<file path="src/rtl/hcf_pkg.sv">
package hcf_pkg;

    typedef enum logic [1:0] {
        FC_PASS  = 2'd0,
        FC_OPEN  = 2'd1,
        FC_SHORT = 2'd2,
        FC_NOISE = 2'd3
    } fclass_e;

endpackage

</file>
<file path="src/rtl/hcf_expect.sv">
module hcf_expect #(
    parameter int N_LINES = 12,
    parameter int IDX_W   = 4
) (
    input  logic [IDX_W-1:0]   line_idx,
    output logic [N_LINES-1:0] onehot,
    output logic               in_range
);
    localparam logic [N_LINES-1:0] ONE = {{(N_LINES-1){1'b0}}, 1'b1};

    always_comb begin
        in_range = (32'(line_idx) < N_LINES);
        onehot   = in_range ? (ONE << line_idx) : '0;
    end
endmodule

</file>
<file path="src/rtl/hcf_compare.sv">
module hcf_compare
    import hcf_pkg::*;
#(
    parameter int N_LINES = 12
) (
    input  logic [N_LINES-1:0] onehot,
    input  logic               inv,
    input  logic [N_LINES-1:0] rx_word,
    output fclass_e            cls,
    output logic [N_LINES-1:0] mask
);
    logic [N_LINES-1:0] expect_w;
    logic               tested_ok;

    always_comb begin
        expect_w  = inv ? ~onehot : onehot;
        mask      = (rx_word ^ expect_w) & ~onehot;
        tested_ok = inv ? ~|(rx_word & onehot) : |(rx_word & onehot);
        if (!tested_ok)
            cls = FC_OPEN;
        else if (|mask)
            cls = FC_SHORT;
        else
            cls = FC_PASS;
    end
endmodule

</file>
<file path="src/rtl/hcf_pair.sv">
module hcf_pair
    import hcf_pkg::*;
#(
    parameter int N_LINES = 12,
    parameter int IDX_W   = 4
) (
    input  logic               pend_vld,
    input  logic [IDX_W-1:0]   pend_line,
    input  logic               pend_inv,
    input  fclass_e            pend_cls,
    input  logic [N_LINES-1:0] pend_mask,
    input  logic [IDX_W-1:0]   cur_line,
    input  logic               cur_inv,
    input  logic               cur_ok,
    input  fclass_e            cur_cls,
    input  logic [N_LINES-1:0] cur_mask,
    output logic               hit,
    output fclass_e            comb_cls,
    output logic [N_LINES-1:0] comb_mask
);
    logic agree;

    always_comb begin
        hit       = pend_vld && cur_ok && (pend_line == cur_line) && (pend_inv != cur_inv);
        agree     = (pend_cls == cur_cls) && (pend_mask == cur_mask);
        comb_cls  = agree ? cur_cls : FC_NOISE;
        comb_mask = agree ? cur_mask : (pend_mask | cur_mask);
    end
endmodule

</file>
<file path="src/rtl/harness_fault_classifier.sv">
module harness_fault_classifier
    import hcf_pkg::*;
#(
    parameter int N_LINES = 12,
    parameter int IDX_W   = $clog2(N_LINES + 1)
) (
    input  logic               clk,
    input  logic               rst_n,
    input  logic               cmp_valid,
    input  logic [IDX_W-1:0]   cmp_line,
    input  logic               cmp_inv,
    input  logic [N_LINES-1:0] rx_word,
    output logic               res_valid,
    output logic [1:0]         res_class,
    output logic [N_LINES-1:0] res_mask,
    output logic               res_final,
    output logic               res_err
);
    typedef struct packed {
        logic               res_vld;
        fclass_e            res_cls;
        logic [N_LINES-1:0] res_mask;
        logic               res_fin;
        logic               res_err;
        logic               pend_vld;
        logic [IDX_W-1:0]   pend_line;
        logic               pend_inv;
        fclass_e            pend_cls;
        logic [N_LINES-1:0] pend_mask;
    } state_t;

    state_t st_d, st_q;

    logic [N_LINES-1:0] onehot;
    logic               in_range;
    fclass_e            single_cls;
    logic [N_LINES-1:0] single_mask;
    logic               pair_hit;
    fclass_e            pair_cls;
    logic [N_LINES-1:0] pair_mask;

    hcf_expect #(.N_LINES(N_LINES), .IDX_W(IDX_W)) u_expect (
        .line_idx (cmp_line),
        .onehot   (onehot),
        .in_range (in_range)
    );

    hcf_compare #(.N_LINES(N_LINES)) u_compare (
        .onehot  (onehot),
        .inv     (cmp_inv),
        .rx_word (rx_word),
        .cls     (single_cls),
        .mask    (single_mask)
    );

    hcf_pair #(.N_LINES(N_LINES), .IDX_W(IDX_W)) u_pair (
        .pend_vld  (st_q.pend_vld),
        .pend_line (st_q.pend_line),
        .pend_inv  (st_q.pend_inv),
        .pend_cls  (st_q.pend_cls),
        .pend_mask (st_q.pend_mask),
        .cur_line  (cmp_line),
        .cur_inv   (cmp_inv),
        .cur_ok    (in_range),
        .cur_cls   (single_cls),
        .cur_mask  (single_mask),
        .hit       (pair_hit),
        .comb_cls  (pair_cls),
        .comb_mask (pair_mask)
    );

    always_comb begin
        st_d         = st_q;
        st_d.res_vld = 1'b0;
        if (cmp_valid) begin
            st_d.res_vld = 1'b1;
            if (!in_range) begin
                st_d.res_cls  = FC_PASS;
                st_d.res_mask = '0;
                st_d.res_fin  = 1'b0;
                st_d.res_err  = 1'b1;
                st_d.pend_vld = 1'b0;
            end else if (pair_hit) begin
                st_d.res_cls  = pair_cls;
                st_d.res_mask = pair_mask;
                st_d.res_fin  = 1'b1;
                st_d.res_err  = 1'b0;
                st_d.pend_vld = 1'b0;
            end else begin
                st_d.res_cls   = single_cls;
                st_d.res_mask  = single_mask;
                st_d.res_fin   = 1'b0;
                st_d.res_err   = 1'b0;
                st_d.pend_vld  = 1'b1;
                st_d.pend_line = cmp_line;
                st_d.pend_inv  = cmp_inv;
                st_d.pend_cls  = single_cls;
                st_d.pend_mask = single_mask;
            end
        end
    end

    always_ff @(posedge clk or negedge rst_n) begin
        if (!rst_n) begin
            st_q <= '{res_vld: 1'b0, res_cls: FC_PASS, res_mask: '0, res_fin: 1'b0,
                      res_err: 1'b0, pend_vld: 1'b0, pend_line: '0, pend_inv: 1'b0,
                      pend_cls: FC_PASS, pend_mask: '0};
        end else begin
            st_q <= st_d;
        end
    end

    assign res_valid = st_q.res_vld;
    assign res_class = st_q.res_cls;
    assign res_mask  = st_q.res_mask;
    assign res_final = st_q.res_fin;
    assign res_err   = st_q.res_err;

    // result strobe follows the compare strobe by one cycle
    p_strobe_latency_r6: assert property (@(posedge clk) disable iff (!rst_n)
        cmp_valid |=> res_valid);
    p_no_spurious_r6: assert property (@(posedge clk) disable iff (!rst_n)
        !cmp_valid |=> !res_valid);
    // a pass never carries deviating lines
    p_pass_clean_r1: assert property (@(posedge clk) disable iff (!rst_n)
        (res_valid && res_class == 2'd0) |-> (res_mask == '0));
    // a short always names at least one line
    p_short_named_r2: assert property (@(posedge clk) disable iff (!rst_n)
        (res_valid && res_class == 2'd2) |-> (res_mask != '0));
    // the tested line never appears in its own mask
    p_tested_excluded_r5: assert property (@(posedge clk) disable iff (!rst_n)
        (cmp_valid && in_range) |=> ((res_mask & $past(onehot)) == '0));
    // noise only comes from a completed pair
    p_noise_final_r9: assert property (@(posedge clk) disable iff (!rst_n)
        (res_valid && res_class == 2'd3) |-> res_final);
    // a rejected index gives an empty, non-final result
    p_err_clean_r10: assert property (@(posedge clk) disable iff (!rst_n)
        (res_valid && res_err) |-> (res_mask == '0 && res_class == 2'd0 && !res_final));

endmodule

</file>
<file path="config.mk">
export PLATFORM = sky130hd
export DESIGN_NAME = harness_fault_classifier
export DESIGN_NICKNAME = d
export VERILOG_FILES = /design/src/rtl/hcf_pkg.sv /design/src/rtl/hcf_expect.sv /design/src/rtl/hcf_compare.sv /design/src/rtl/hcf_pair.sv /design/src/rtl/harness_fault_classifier.sv
export SDC_FILE = /design/constraint.sdc
export NUM_CORES = 1
export LEC_CHECK = 0
export ABC_AREA = 1
export ABC_CLOCK_PERIOD_IN_PS = 2300
export CAP_MARGIN = 30
export CORE_MARGIN = 4
export CORE_UTILIZATION = 50
export DETAILED_ROUTE_END_ITERATION = 6
export PLACE_DENSITY = 0.78
export SKIP_LAST_GASP = 1
export SLEW_MARGIN = 20
export SYNTH_ARGS = -nofsm -noshare
export SYNTH_HDL_FRONTEND = slang
export SYNTH_SLANG_ARGS = --single-unit
</file>
<file path="constraint.sdc">
create_clock -name clk -period 2.3 [get_ports clk]
set_input_delay 0.575 -clock clk [delete_from_list [all_inputs] [get_ports clk]]
set_output_delay 0.575 -clock clk [all_outputs]
set_load 0.05 [all_outputs]
</file>
# --- Yosys cells after proc, flatten, opt, wreduce, memory -nomap -nowiden ---
# Index checks and enable logic that the tools add are counted.
classes:
  shifts: 1
  magnitude_cmp: 1
  reduce_logical: 8
  mux: 12
  n_eq_ne: 4
  bitwise_logic: 6
ops:
  columns: ["op", "n"]
  rows:
  - ["two-way mux 19 bit", 2]
  - ["two-way mux 37 bit", 1]
  - ["two-way mux 12 bit", 3]
  - ["two-way mux 17 bit", 2]
  - ["bitwise AND 12 bit", 2]
  - ["OR reduction 12 bit", 2]
  - ["== test 12 bit", 1]
  - ["inverter 12 bit", 1]
  - ["OR 12 bit", 1]
  - ["<< shifter 1 x 4 -> 12 bit (first input constant)", 1]
  - ["bitwise XOR 12 bit", 1]
  - ["two-way mux 2 bit", 3]
  - ["== test 4 bit", 1]
  - ["logical AND 1 bit", 4]
  - ["less-than comparator 4 bit (second input constant)", 1]
  - ["AND reduction 3 bit", 1]
  - ["== test 2 bit", 1]
  - ["zero test 1 bit", 1]
  - ["two-way mux 1 bit", 1]
  - ["inequality test 1 bit", 1]
  - ["inverter 1 bit", 1]
word_totals:
  output_inout_bits: 17
  word_cells: 42
  regBits: 37
  inputBits: 20

# --- Depth between registers and ports, before layout ---
# Gate-level depths: netlist of run 1.
logic_depth:
  word_depth: 15
  depth_mapped: 18

# --- By module ---
# From an unflattened synthesis of run 1, not the netlist that was laid out.
unflattened:
  hier_cells: 432
  area_unflattened_um2: 2897.8
by_module_without_submodules:
  columns: ["module", "instances", "area_each_um2", "seq_area_each_um2", "cells_each"]
  rows:
  - ["harness_fault_classifier", 1, 1604.0, 925.9, 171]
  - ["hcf_pair", 1, 742.0, 0.0, 130]
  - ["hcf_compare", 1, 441.7, 0.0, 104]
  - ["hcf_expect", 1, 110.1, 0.0, 27]

# --- Least setup slack after synthesis of run 1 ---
# OpenSTA, ideal clock, no wires.
synth_timing:
  path_kind: "input to register"
  start: "input cmp_inv"
  end: "register st_q (netlist bit res_mask[8])"
  setup_slack_ns: -0.146
  arrival_time_ns: 2.328
  setup_ns: 0.117
  cell_stages: 13
  cell_sequence: "buf_2 or2_2 nand3_1 ha_1 nor4_1 nand3_1 nor2_4 nand2_4 nand2_4 buf_6 nand2_1 nand3_1 nand2_1"
synth_between:
  elab_chain_len: 11
  elab_cells_between_ends: 16
synth_lines:
  columns: ["item", "line_no", "text"]
  rows:
  - ["start: declaration", "harness_fault_classifier.sv:11", "input logic cmp_inv,"]
  - ["two-way mux 12 bit", "hcf_compare.sv:16", "expect_w = inv ? ~onehot : onehot;"]
  - ["bitwise XOR 12 bit", "hcf_compare.sv:17", "mask = (rx_word ^ expect_w) & ~onehot;"]
  - ["bitwise AND 12 bit", "hcf_compare.sv:17", null]
  - ["OR reduction 12 bit", "hcf_compare.sv:21", "else if (|mask)"]
  - ["two-way mux 2 bit", "hcf_compare.sv:21", null]
  - ["two-way mux 2 bit", "hcf_compare.sv:19", "if (!tested_ok)"]
  - ["== test 2 bit", "hcf_pair.sv:25", "agree = (pend_cls == cur_cls) && (pend_mask == cur_mask);"]
  - ["logical AND 1 bit", "hcf_pair.sv:25", null]
  - ["two-way mux 12 bit", "hcf_pair.sv:27", "comb_mask = agree ? cur_mask : (pend_mask | cur_mask);"]
  - ["two-way mux 17 bit *", "harness_fault_classifier.sv:83", "end else if (pair_hit) begin"]
  - ["two-way mux 17 bit *", "harness_fault_classifier.sv:77", "if (!in_range) begin"]
  - ["end signal: assignment", "harness_fault_classifier.sv:105", "st_q <= '{res_vld: 1'b0, res_cls: FC_PASS, res_mask: '0, res_fin: 1'b0,"]
  - ["end signal: assignment", "harness_fault_classifier.sv:109", "st_q <= st_d;"]
  - ["end: declaration", "harness_fault_classifier.sv:32", "state_t st_d, st_q;"]
# Every way passes the cells marked *; elsewhere a longest branch is shown, timed or not.
# A chain may end at the register's enable or synchronous reset.

# --- Worst setup path in the final report of run 1 ---
layout_timing:
  start: "input cmp_line[2]"
  end: "register st_q (netlist bit res_mask[2])"
layout_between:
  elab_chain_len: 14
  elab_cells_between_ends: 25
layout_lines:
  columns: ["item", "line_no", "text"]
  rows:
  - ["start: declaration", "harness_fault_classifier.sv:10", "input logic [IDX_W-1:0] cmp_line,"]
  - ["less-than comparator 4 bit or << shifter 1 x 4 -> 12 bit (tied branches)", "hcf_expect.sv:12, hcf_expect.sv:13", null]
  - ["two-way mux 12 bit", "hcf_expect.sv:13", "onehot = in_range ? (ONE << line_idx) : '0;"]
  - ["inverter 12 bit", "hcf_compare.sv:16, hcf_compare.sv:17", null]
  - ["two-way mux 12 bit", "hcf_compare.sv:16", null]
  - ["bitwise XOR 12 bit", "hcf_compare.sv:17", null]
  - ["bitwise AND 12 bit", "hcf_compare.sv:17", null]
  - ["OR reduction 12 bit", "hcf_compare.sv:21", null]
  - ["two-way mux 2 bit", "hcf_compare.sv:21", null]
  - ["two-way mux 2 bit", "hcf_compare.sv:19", null]
  - ["== test 2 bit", "hcf_pair.sv:25", null]
  - ["logical AND 1 bit", "hcf_pair.sv:25", null]
  - ["two-way mux 12 bit", "hcf_pair.sv:27", null]
  - ["two-way mux 17 bit", "harness_fault_classifier.sv:83", null]
  - ["two-way mux 17 bit *", "harness_fault_classifier.sv:77", null]
# Marked as above.

==> reports/qor.txt, run 1 <==
status = finished, violations left
failing checks = setup timing
Cells after Synth = 325
GRT Residual Overflow = 0
CP required = 2490 ps
Unique masters post-synth = 29
Clock transition at path regs = 80 ps
ranking of synthesized cells by area = dfrtp_1, nand2_1, nand3_1
Vias/cell = 5.86
minimum clock period = 2410 ps
Hold Fails Final Rpt = 0
Max Clk Rate = 414 MHz
CP max FO = 7
Clock Tree Root = clkbuf_8
total CTS buffers = 5
I/O Buffers = 36
DIE WIDTH = 78.4 um
Final Setup Violations = 14
LEAKAGE = 1.79 nW
# IOs = 37
Final Cycle Share = 1.05
Layout Nets = 426
die area = 6140 um2
worst setup path category = input port to flop
unrepaired setup endpoints after global routing = true
placed cell count = 445
DR WL/cell = 19.1 um
Synth top area share = 0.374
setup ws final = -113 ps
Worst Skew = 6.10 ps
initial core utilization = 0.521
synthesized area = 2480 um2
global-route wire length before repair = 12.9 mm
Yosys top cell by area = dfrtp_1
CTS Sinks = 37
Antenna Nets Post-Route = 0
layout cells sized above 1 = 0.400
Clk Latency, worst-skew pair = 290 ps
Synth-to-Final Area Change = 55.0%
Antenna diodes = 0
Finished Core Util = 0.807
final total power = 2.18 mW
GRT Total Usage = 0.267
TritonCTS clock tree = yes
Hold Path Class = flop to flop
Worst Setup Start Kind = input port
synthesized net count = 357
Max Cap Viol = 0
Clock Path Buffers = 2
Rows = 25
Core Region = 4750 um2
Area after DPL = 3130 um2
Mapped Avg Cell Area = 7.62 um2
CP Capture Type = flop
Slew HR = 0.632
Final Cell Area = 3840 um2
worst-margin pin slew = 551 ps
register area share after synthesis = 0.374
H-tree Lvls = 2
initial antenna violation count = 0
total number of yosys warnings = 0
1st-iter DRT viols = 367
Pwr Density = 567 nW/um2
Die Ht = 78.4 um
via count = 2706
fin cells = 462
overall routed net length = 8.83 mm
number of global-route vias before repair = 2668
drt pass-1 iters = 5
pin count of the biggest net entering global routing = 38
Placer Congestion = 0.921
Seq cells post-synth = 37
hpwl dp = 4.54 mm
Setup TNS = -1030 ps
pins over their slew limit = 0
Residual DRC = 0
# hold bufs at CTS = 0
fill count = 290
worst endpoint data arrival time = 2600 ps
maximum VDD drop = 0.333 mV
## report_power, final
group,leakage [nW],internal [mW],switching (mW)
registers,0.458,0.736,0.0582
clock network,0.0439,0.209,0.238
logic,1.28,0.386,0.549
total,1.79,1.33,0.845
## per-stage QoR
step                setup slack [ps]  hold WS [ps]
floorplan                       25.4           279
global placement                -786           463
detailed placement              -804           466
CTS                            -1.57           485
global route                    -187           516
finish                          -113           475
## metal layers
layer / global-route usage / part of all wire / up-vias
met2: 0.453 / 0.49 / 174
met1: 0.314 / 0.38 / 1306
met3: 0.0631 / 0.080 / 46
met4: 0.138 / 0.053 / 0
li1: - / - / 1180
met5: 0 / 0 / -
## synth_stat cells
library cell	n
clkbuf_1	5
or2_2	8
dfrtp_1	37
clkinv_1	1
o21ai_0	20
nand3_2	3
nor2_4	4
nand2_2	6
inv_1	20
buf_6	3
nand4_1	7
nor2_2	3
nand4_2	1
inv_2	4
o21ai_2	2
nor3_1	1
nor4_1	3
nor2_1	12
buf_2	5
nand2_1	97
ha_1	12
o211a_1	1
a21oi_1	1
o22ai_2	1
buf_1	1
nand3_1	44
xor2_1	7
buf_4	14
nand2_4	2
## path summary, 6_finish.rpt
| kind | startpoint | end | slack [ps] | depth (start not counted) |
|---|---|---|---|---|
| max in group asynchronous | rst_n | st_q[5] | 1270 | 2 |
| min | res_mask[10] | res_mask[10] | 470 | 2 |
| min in group asynchronous | rst_n | res_valid | 700 | 2 |
| max | cmp_line[2] | res_mask[2] | -110 | 14 |
| max reg2reg | st_q[9] | res_mask[2] | 330 | 10 |
| min reg2reg | res_mask[10] | res_mask[10] | 470 | 2 |
## logic make-up after synthesis
group	after synthesis	share of synthesized area
AO/OA/AOI/OAI	25	0.0586
XOR/XNOR	7	0.0248
adder cells (fa/ha/maj)	12	0.0606
buffers and inverters	53	0.113
flip-flops	37	0.374
AND/OR/NAND/NOR	191	0.369
## cell type report
| class | count | area [um2] | share of cell area |
|---|---|---|---|
| multi-input cells | 236 | 1810 | 0.471 |
| well taps | 67 | 83.8 | 0.0218 |
| inverters | 25 | 98.8 | 0.0257 |
| clock inverters | 3 | 17.5 | 0.00456 |
| flip-flops and latches | 37 | 926 | 0.241 |
| repair buffers | 89 | 837 | 0.218 |
| clock buffers | 5 | 68.8 | 0.0179 |
## timing repair
item | in CTS | in global routing
cloned | 3 | 0
gates resized for setup | 63 | 69
pin swaps | 21 | 36
endpoints found under the setup margin | 14 | 14
setup buffers | 4 | 2
## worst max-delay path: stages
cell and delay, ps:
buf_2 150, buf_4 160, nor2_4 140, nand2_1 100, nand2_2 120, ha_4 220, nor4_4 330, nand3_2 160
nor2_4 170, nand2_8 120, nand2_8 110, nand2_1 90, nand3_1 90, nand2_1 50
## cells in the final DEF (no fill, tap or decap), drive strengths merged
| cell type | n |
|---|---|
| inv | 24 |
| buf | 57 |
| xor2 | 7 |
| nand3 | 47 |
| clkdlybuf4s50 | 19 |
| dfrtp | 37 |
| clkinv | 3 |
| clkbuf | 6 |
| nor4 | 3 |
| clkinvlp | 1 |
| or2 | 8 |
| nand2 | 106 |
| o211a | 1 |
| nand4 | 8 |
| a21oi | 1 |
| nor2 | 19 |
| o22ai | 1 |
| ha | 12 |
| nor3 | 1 |
| o21ai | 22 |
| dlygate4sd2 | 12 |
## sequential cells by signal (all words and copies together), names as in the netlist
name	flops
res_err	1
res_mask	12
res_final	1
res_class	2
res_valid	1
st_q	20
(Power assumes the default switching activity.)
==> run 2: changes to the inputs <==
--- a/config.mk
+++ b/config.mk
@@ -8,10 +8,11 @@
 export ABC_AREA = 1
 export ABC_CLOCK_PERIOD_IN_PS = 2300
 export CAP_MARGIN = 30
-export CORE_MARGIN = 4
-export CORE_UTILIZATION = 50
+export CELL_PAD_IN_SITES_DETAIL_PLACEMENT = 0
+export CELL_PAD_IN_SITES_GLOBAL_PLACEMENT = 1
+export CORE_UTILIZATION = 40
 export DETAILED_ROUTE_END_ITERATION = 6
-export PLACE_DENSITY = 0.78
+export PLACE_DENSITY = 0.83
 export SKIP_LAST_GASP = 1
 export SLEW_MARGIN = 20
 export SYNTH_ARGS = -nofsm -noshare
==> run 2 against run 1 <==
The run now ends clean. Wire length down 26%. Critical path depth unchanged. Setup slack better by 150 ps. Highest routed layer unchanged.
==> reports/qor.txt, run 2 (synthesis results as in run 1) <==
status = finished, final reports clean
CP max FO = 6
Area after DPL = 3180 um2
Antenna Nets Post-Route = 0
I/O Buffers = 36
fill count = 521
Int Pwr = 1.45 mW
Clock Path Buffers = 2
Largest Register = st_q
drt pass-1 iters = 4
Synth-to-Final Area Change = 49.9%
critical path's top delay family = simple AND/OR/NAND/NOR gates
pin count of the biggest net entering global routing = 38
DR WL/cell = 13.9 um
Comb power frac = 0.378
Layout Nets = 425
commonest cells after routing, fill and taps aside = nand2_1, buf_4, dfrtp_1, nand3_1, o21ai_0
critical path launch point = cmp_line[2]
net load switching power = 0.768 mW
# hold bufs at CTS = 0
Max Cap Viol = 0
worst setup path category = input port to flop
Clock transition at path regs = 70 ps
Clock Tree Root = clkbuf_8
Worst Setup Start Kind = input port
H-tree Lvls = 2
Residual DRC = 0
crit-path cells = clkbuf_2, buf_4, nor2_4, nand2_1, nand2_2, ha_4, nor4_4, nand3_2, nor2_4, nand2_4, buf_4, nand3_1, nand3_1, nand2_1
CP required = 2530 ps
FF-to-FF Start = st_q[8]
CTS Sinks = 37
Antenna diodes = 0
# IOs = 37
Slew HR = 0.672
total CTS buffers = 5
Worst Path Buf+Inv = 3
Hold Fails Final Rpt = 0
Vias/cell = 5.04
Final Setup Violations = 0
TritonCTS clock tree = yes
pins over their slew limit = 0
Max Clk Rate = 441 MHz
power share of the clock group = 0.268
initial antenna violation count = 0
Rows = 28
number of global-route vias before repair = 2221
worst-margin pin slew = 490 ps
final total power = 2.22 mW
maximum VDD drop = 0.417 mV
Setup TNS = 0 ps
DIE WIDTH = 80.7 um
worst endpoint data arrival time = 2500 ps
Sequential Area = 926 um2
Final Cycle Share = 0.986
Hold Startpoint = res_mask[7]
Clk Latency, worst-skew pair = 300 ps
Core Region = 5960 um2
initial core utilization = 0.416
global-route wire length before repair = 10.6 mm
die area = 6510 um2
LEAKAGE = 1.82 nW
GRT Residual Overflow = 0
GRT Total Usage = 0.216
CP max stage cell = nor4_4
via count = 2364
layout cells sized above 1 = 0.345
overall routed net length = 6.51 mm
max FFs per register = 20
area of the multi-input gates = 1640 um2
Pwr Density = 598 nW/um2
Worst Skew = 11.3 ps
most common cell after layout, fill and taps aside = nand2_1
CP Capture Type = flop
Final Cell Area = 3710 um2
Die Ht = 80.7 um
Hold Path Class = flop to flop
minimum clock period = 2270 ps
CP max stage delay = 330 ps
Placer Congestion = 0.912
1st-iter DRT viols = 132
register share of total power = 0.354
hpwl dp = 4.51 mm
Sw Share = 0.346
## run 2: path summary, 6_finish.rpt
kind / end / slack (ps) / cells past startpoint
max: res_mask[4] / 30 / 14
min: res_mask[7] / 480 / 2
max reg2reg: res_mask[4] / 450 / 10
min reg2reg: res_mask[7] / 480 / 2
max in group asynchronous: res_class[0] / 1270 / 2
min in group asynchronous: res_final / 700 / 2
## run 2: power groups by stage
stage          clock network (mW)  registers [mW]  logic [mW]
2_1_floorplan                   0           0.796       0.436
3_3_place_gp                    0           0.793       0.670
3_5_place_dp                    0           0.798       0.677
4_1_cts                     0.608           0.785       0.758
5_1_grt                     0.634           0.796       0.915
6_report                    0.595           0.786       0.839
## run 2: tightest hold or removal path, cell delays in order, from the launching register on
cell     delay [ps]
dfrtp_1         340
nand2_1          50
nand2_1          50
## run 2: per-stage QoR
stage	cells	util	setup slack [ps]	hold WS [ps]
floorplan	325	-	25.4	279
global placement	457	0.535	-773	463
detailed placement	457	0.535	-792	465
CTS	468	0.594	1.92	484
global route	469	0.623	-56.5	505
finish	469	0.623	32.6	480
## run 2: layout make-up
cell class / instances / area share
Clock buffer: 6 / 0.0222
Tap cell: 75 / 0.0253
Timing Repair Buffer: 89 / 0.226
Sequential cell: 37 / 0.249
Inverter: 25 / 0.0253
Clock inverter: 2 / 0.0101
Multi-Input combinational cell: 235 / 0.441
## run 2: repair_timing
| item | in CTS | in global routing |
|---|---|---|
| endpoints found under the setup margin | 14 | 14 |
| hold endpoints to repair | 0 | 0 |
| pin swaps | 18 | 15 |
| cloned | 1 | 1 |
| buffers inserted | 2 | 0 |
| resized for setup | 58 | 34 |
## run 2: layer usage
| layer | GRT usage | wire length, um |
|---|---|---|
| met5 | 0 | 0 |
| met2 | 0.358 | 3160 |
| met1 | 0.288 | 2950 |
| met3 | 0.0341 | 290 |
| met4 | 0.0607 | 102 |
==> run 3: changes to the inputs <==
--- a/config.mk
+++ b/config.mk
@@ -12,7 +12,7 @@
 export CELL_PAD_IN_SITES_GLOBAL_PLACEMENT = 1
 export CORE_UTILIZATION = 40
 export DETAILED_ROUTE_END_ITERATION = 6
-export PLACE_DENSITY = 0.83
+export PLACE_DENSITY = 0.86
 export SKIP_LAST_GASP = 1
 export SLEW_MARGIN = 20
 export SYNTH_ARGS = -nofsm -noshare
==> run 3 against run 2 <==
Count of clock-buffer cells in the layout up 1. First-iteration DRC count rose by 5.3%. Critical endpoint is now res_mask[7]. Fmax up 2.7%.
==> reports/qor.txt, run 3 (synthesis results as in run 1) <==
# IOs = 37
commonest cells after routing, fill and taps aside = nand2_1, buf_4, dfrtp_1, nand3_1, o21ai_0
Placer Congestion = 0.859
number of global-route vias before repair = 2231
Hold Path Class = flop to flop
DR WL/cell = 14.1 um
Antenna Nets Post-Route = 0
fin cells = 468
status = finished, final reports clean
Final Cycle Share = 0.960
Area after DPL = 3160 um2
1st-iter DRT viols = 139
hpwl dp = 4.35 mm
GRT Total Usage = 0.217
worst setup path category = input port to flop
total CTS buffers = 5
minimum clock period = 2210 ps
Rows = 28
Max Clk Rate = 453 MHz
Antenna diodes = 0
I/O Buffers = 36
Vias/cell = 5.16
Core Region = 5960 um2
r2r worst-path depth = 10
pins over their slew limit = 0
worst endpoint data arrival time = 2390 ps
most common cell after layout, fill and taps aside = nand2_1
crit-path cells = dlygate4sd2_1, or2_4, nand3_4, buf_4, buf_4, nand2_1, nor2_2, nand3_2, nand4_1, nand2_2, nand2_4, buf_12, nand3_1, nand3_1, nand2_1
layout cells sized above 1 = 0.346
CP Capture Type = flop
Layout Nets = 424
initial antenna violation count = 0
initial core utilization = 0.416
DIE WIDTH = 80.7 um
Clock Tree Root = clkbuf_8
max FFs per register = 20
CTS Sinks = 37
Die Ht = 80.7 um
CP max FO = 7
Residual DRC = 0
drt pass-1 iters = 4
Clk Latency, worst-skew pair = 290 ps
TritonCTS clock tree = yes
Clock Path Buffers = 2
H-tree Lvls = 2
Worst Setup Start Kind = input port
maximum VDD drop = 0.371 mV
Max Cap Viol = 0
Hold Fails Final Rpt = 0
Worst Hold End = res_class[1]
overall routed net length = 6.61 mm
Worst Skew = 4.68 ps
die area = 6510 um2
Final Setup Violations = 0
# hold bufs at CTS = 0
worst-margin pin slew = 494 ps
Clock transition at path regs = 70 ps
LEAKAGE = 1.78 nW
Hold Startpoint = res_class[1]
via count = 2417
Pwr Density = 596 nW/um2
Slew HR = 0.670
Final Cell Area = 3690 um2
FF-to-FF Start = st_q[8]
CP required = 2480 ps
CP max stage delay = 260 ps
WHS Path Cells = 2
hold_ws = 479 ps
placed cell count = 452
global-route wire length before repair = 10.6 mm
Synth-to-Final Area Change = 49.2%
Largest Register = st_q
flop-to-flop setup slack = 470 ps
CP max stage cell = dlygate4sd2_1
pin count of the biggest net entering global routing = 38
GRT Residual Overflow = 0
Reg2Reg Capture Point = res_mask[7]
==> run 3: changes by cell type in the layout (fill, tap and decap cells not counted), moves of 2 or more <==
| cell | before | now |
|---|---|---|
| dlygate4sd2_1 | 8 | 10 |
| nor2_4 | 9 | 5 |
| or2_4 | 5 | 7 |
| or2_2 | 3 | 1 |
| buf_4 | 44 | 42 |
| nand3_4 | 4 | 6 |
| dlymetal6s2s_1 | 4 | 1 |
| nor2_2 | 3 | 7 |
==> run 3: critical path: cells and delay by family <==
| family | cells | cell delay, ps |
|---|---|---|
| buffers and inverters | 4 | 610 |
| and+or+nand+nor | 11 | 1190 |
==> run 3: final cells by class <==
type / count / area, um2
fillers: 516 / 2260
multi-input cells: 236 / 1630
flip-flops and latches: 37 / 926
repair buffers: 87 / 831
inverters: 25 / 93.8
well taps: 75 / 93.8
clock buffers: 7 / 86.3
clock inverters: 1 / 30.0
==> run 3: through the flow <==
step / setup TNS (ps) / power [mW] / setup WS, ps / utilization
finish: 0 / 2.20 / 91.4 / 0.620
global route: -59.2 / 2.34 / -34.9 / 0.620
CTS: 0 / 2.17 / 1.58 / 0.598
detailed placement: -12960 / 1.47 / -771 / 0.530
global placement: -12110 / 1.45 / -746 / 0.530
floorplan: 0 / 1.23 / 25.4 / -
==> run 3: power breakdown <==
part           switching [mW]  leakage [nW]  internal (mW)
Sequential             0.0487         0.458          0.736
Combinational           0.475          1.27          0.358
Clock                   0.231        0.0585          0.354
==> run 3: layer usage <==
layer  GRT usage  share of wire  vias to the layer above
li1            -              -                     1178
met3      0.0398          0.066                       14
met2       0.351           0.47                       87
met4      0.0429          0.017                        0
met1       0.301           0.45                     1138
met5           0              0                        -
==> run 3: worst max-delay path by stage <==
stage                           start          end  slack [ps]  depth (start not counted)
final                      rx_word[1]  res_mask[7]          90                         15
after global routing      cmp_line[1]  res_mask[6]         -30                         13
after CTS                 cmp_line[2]  res_mask[4]           2                         14
after detailed placement  cmp_line[1]  res_mask[1]        -770                         14
after global placement    cmp_line[1]  res_mask[4]        -750                         14
after floorplan           cmp_line[3]  res_mask[0]          30                         14
==> run 3: what timing repair did <==
item / 4_1_cts / 5_1_grt
gates cloned: 2 / 1
resized for setup: 65 / 30
setup endpoints to repair: 14 / 14
buffers inserted: 4 / 1
pin swaps: 28 / 25
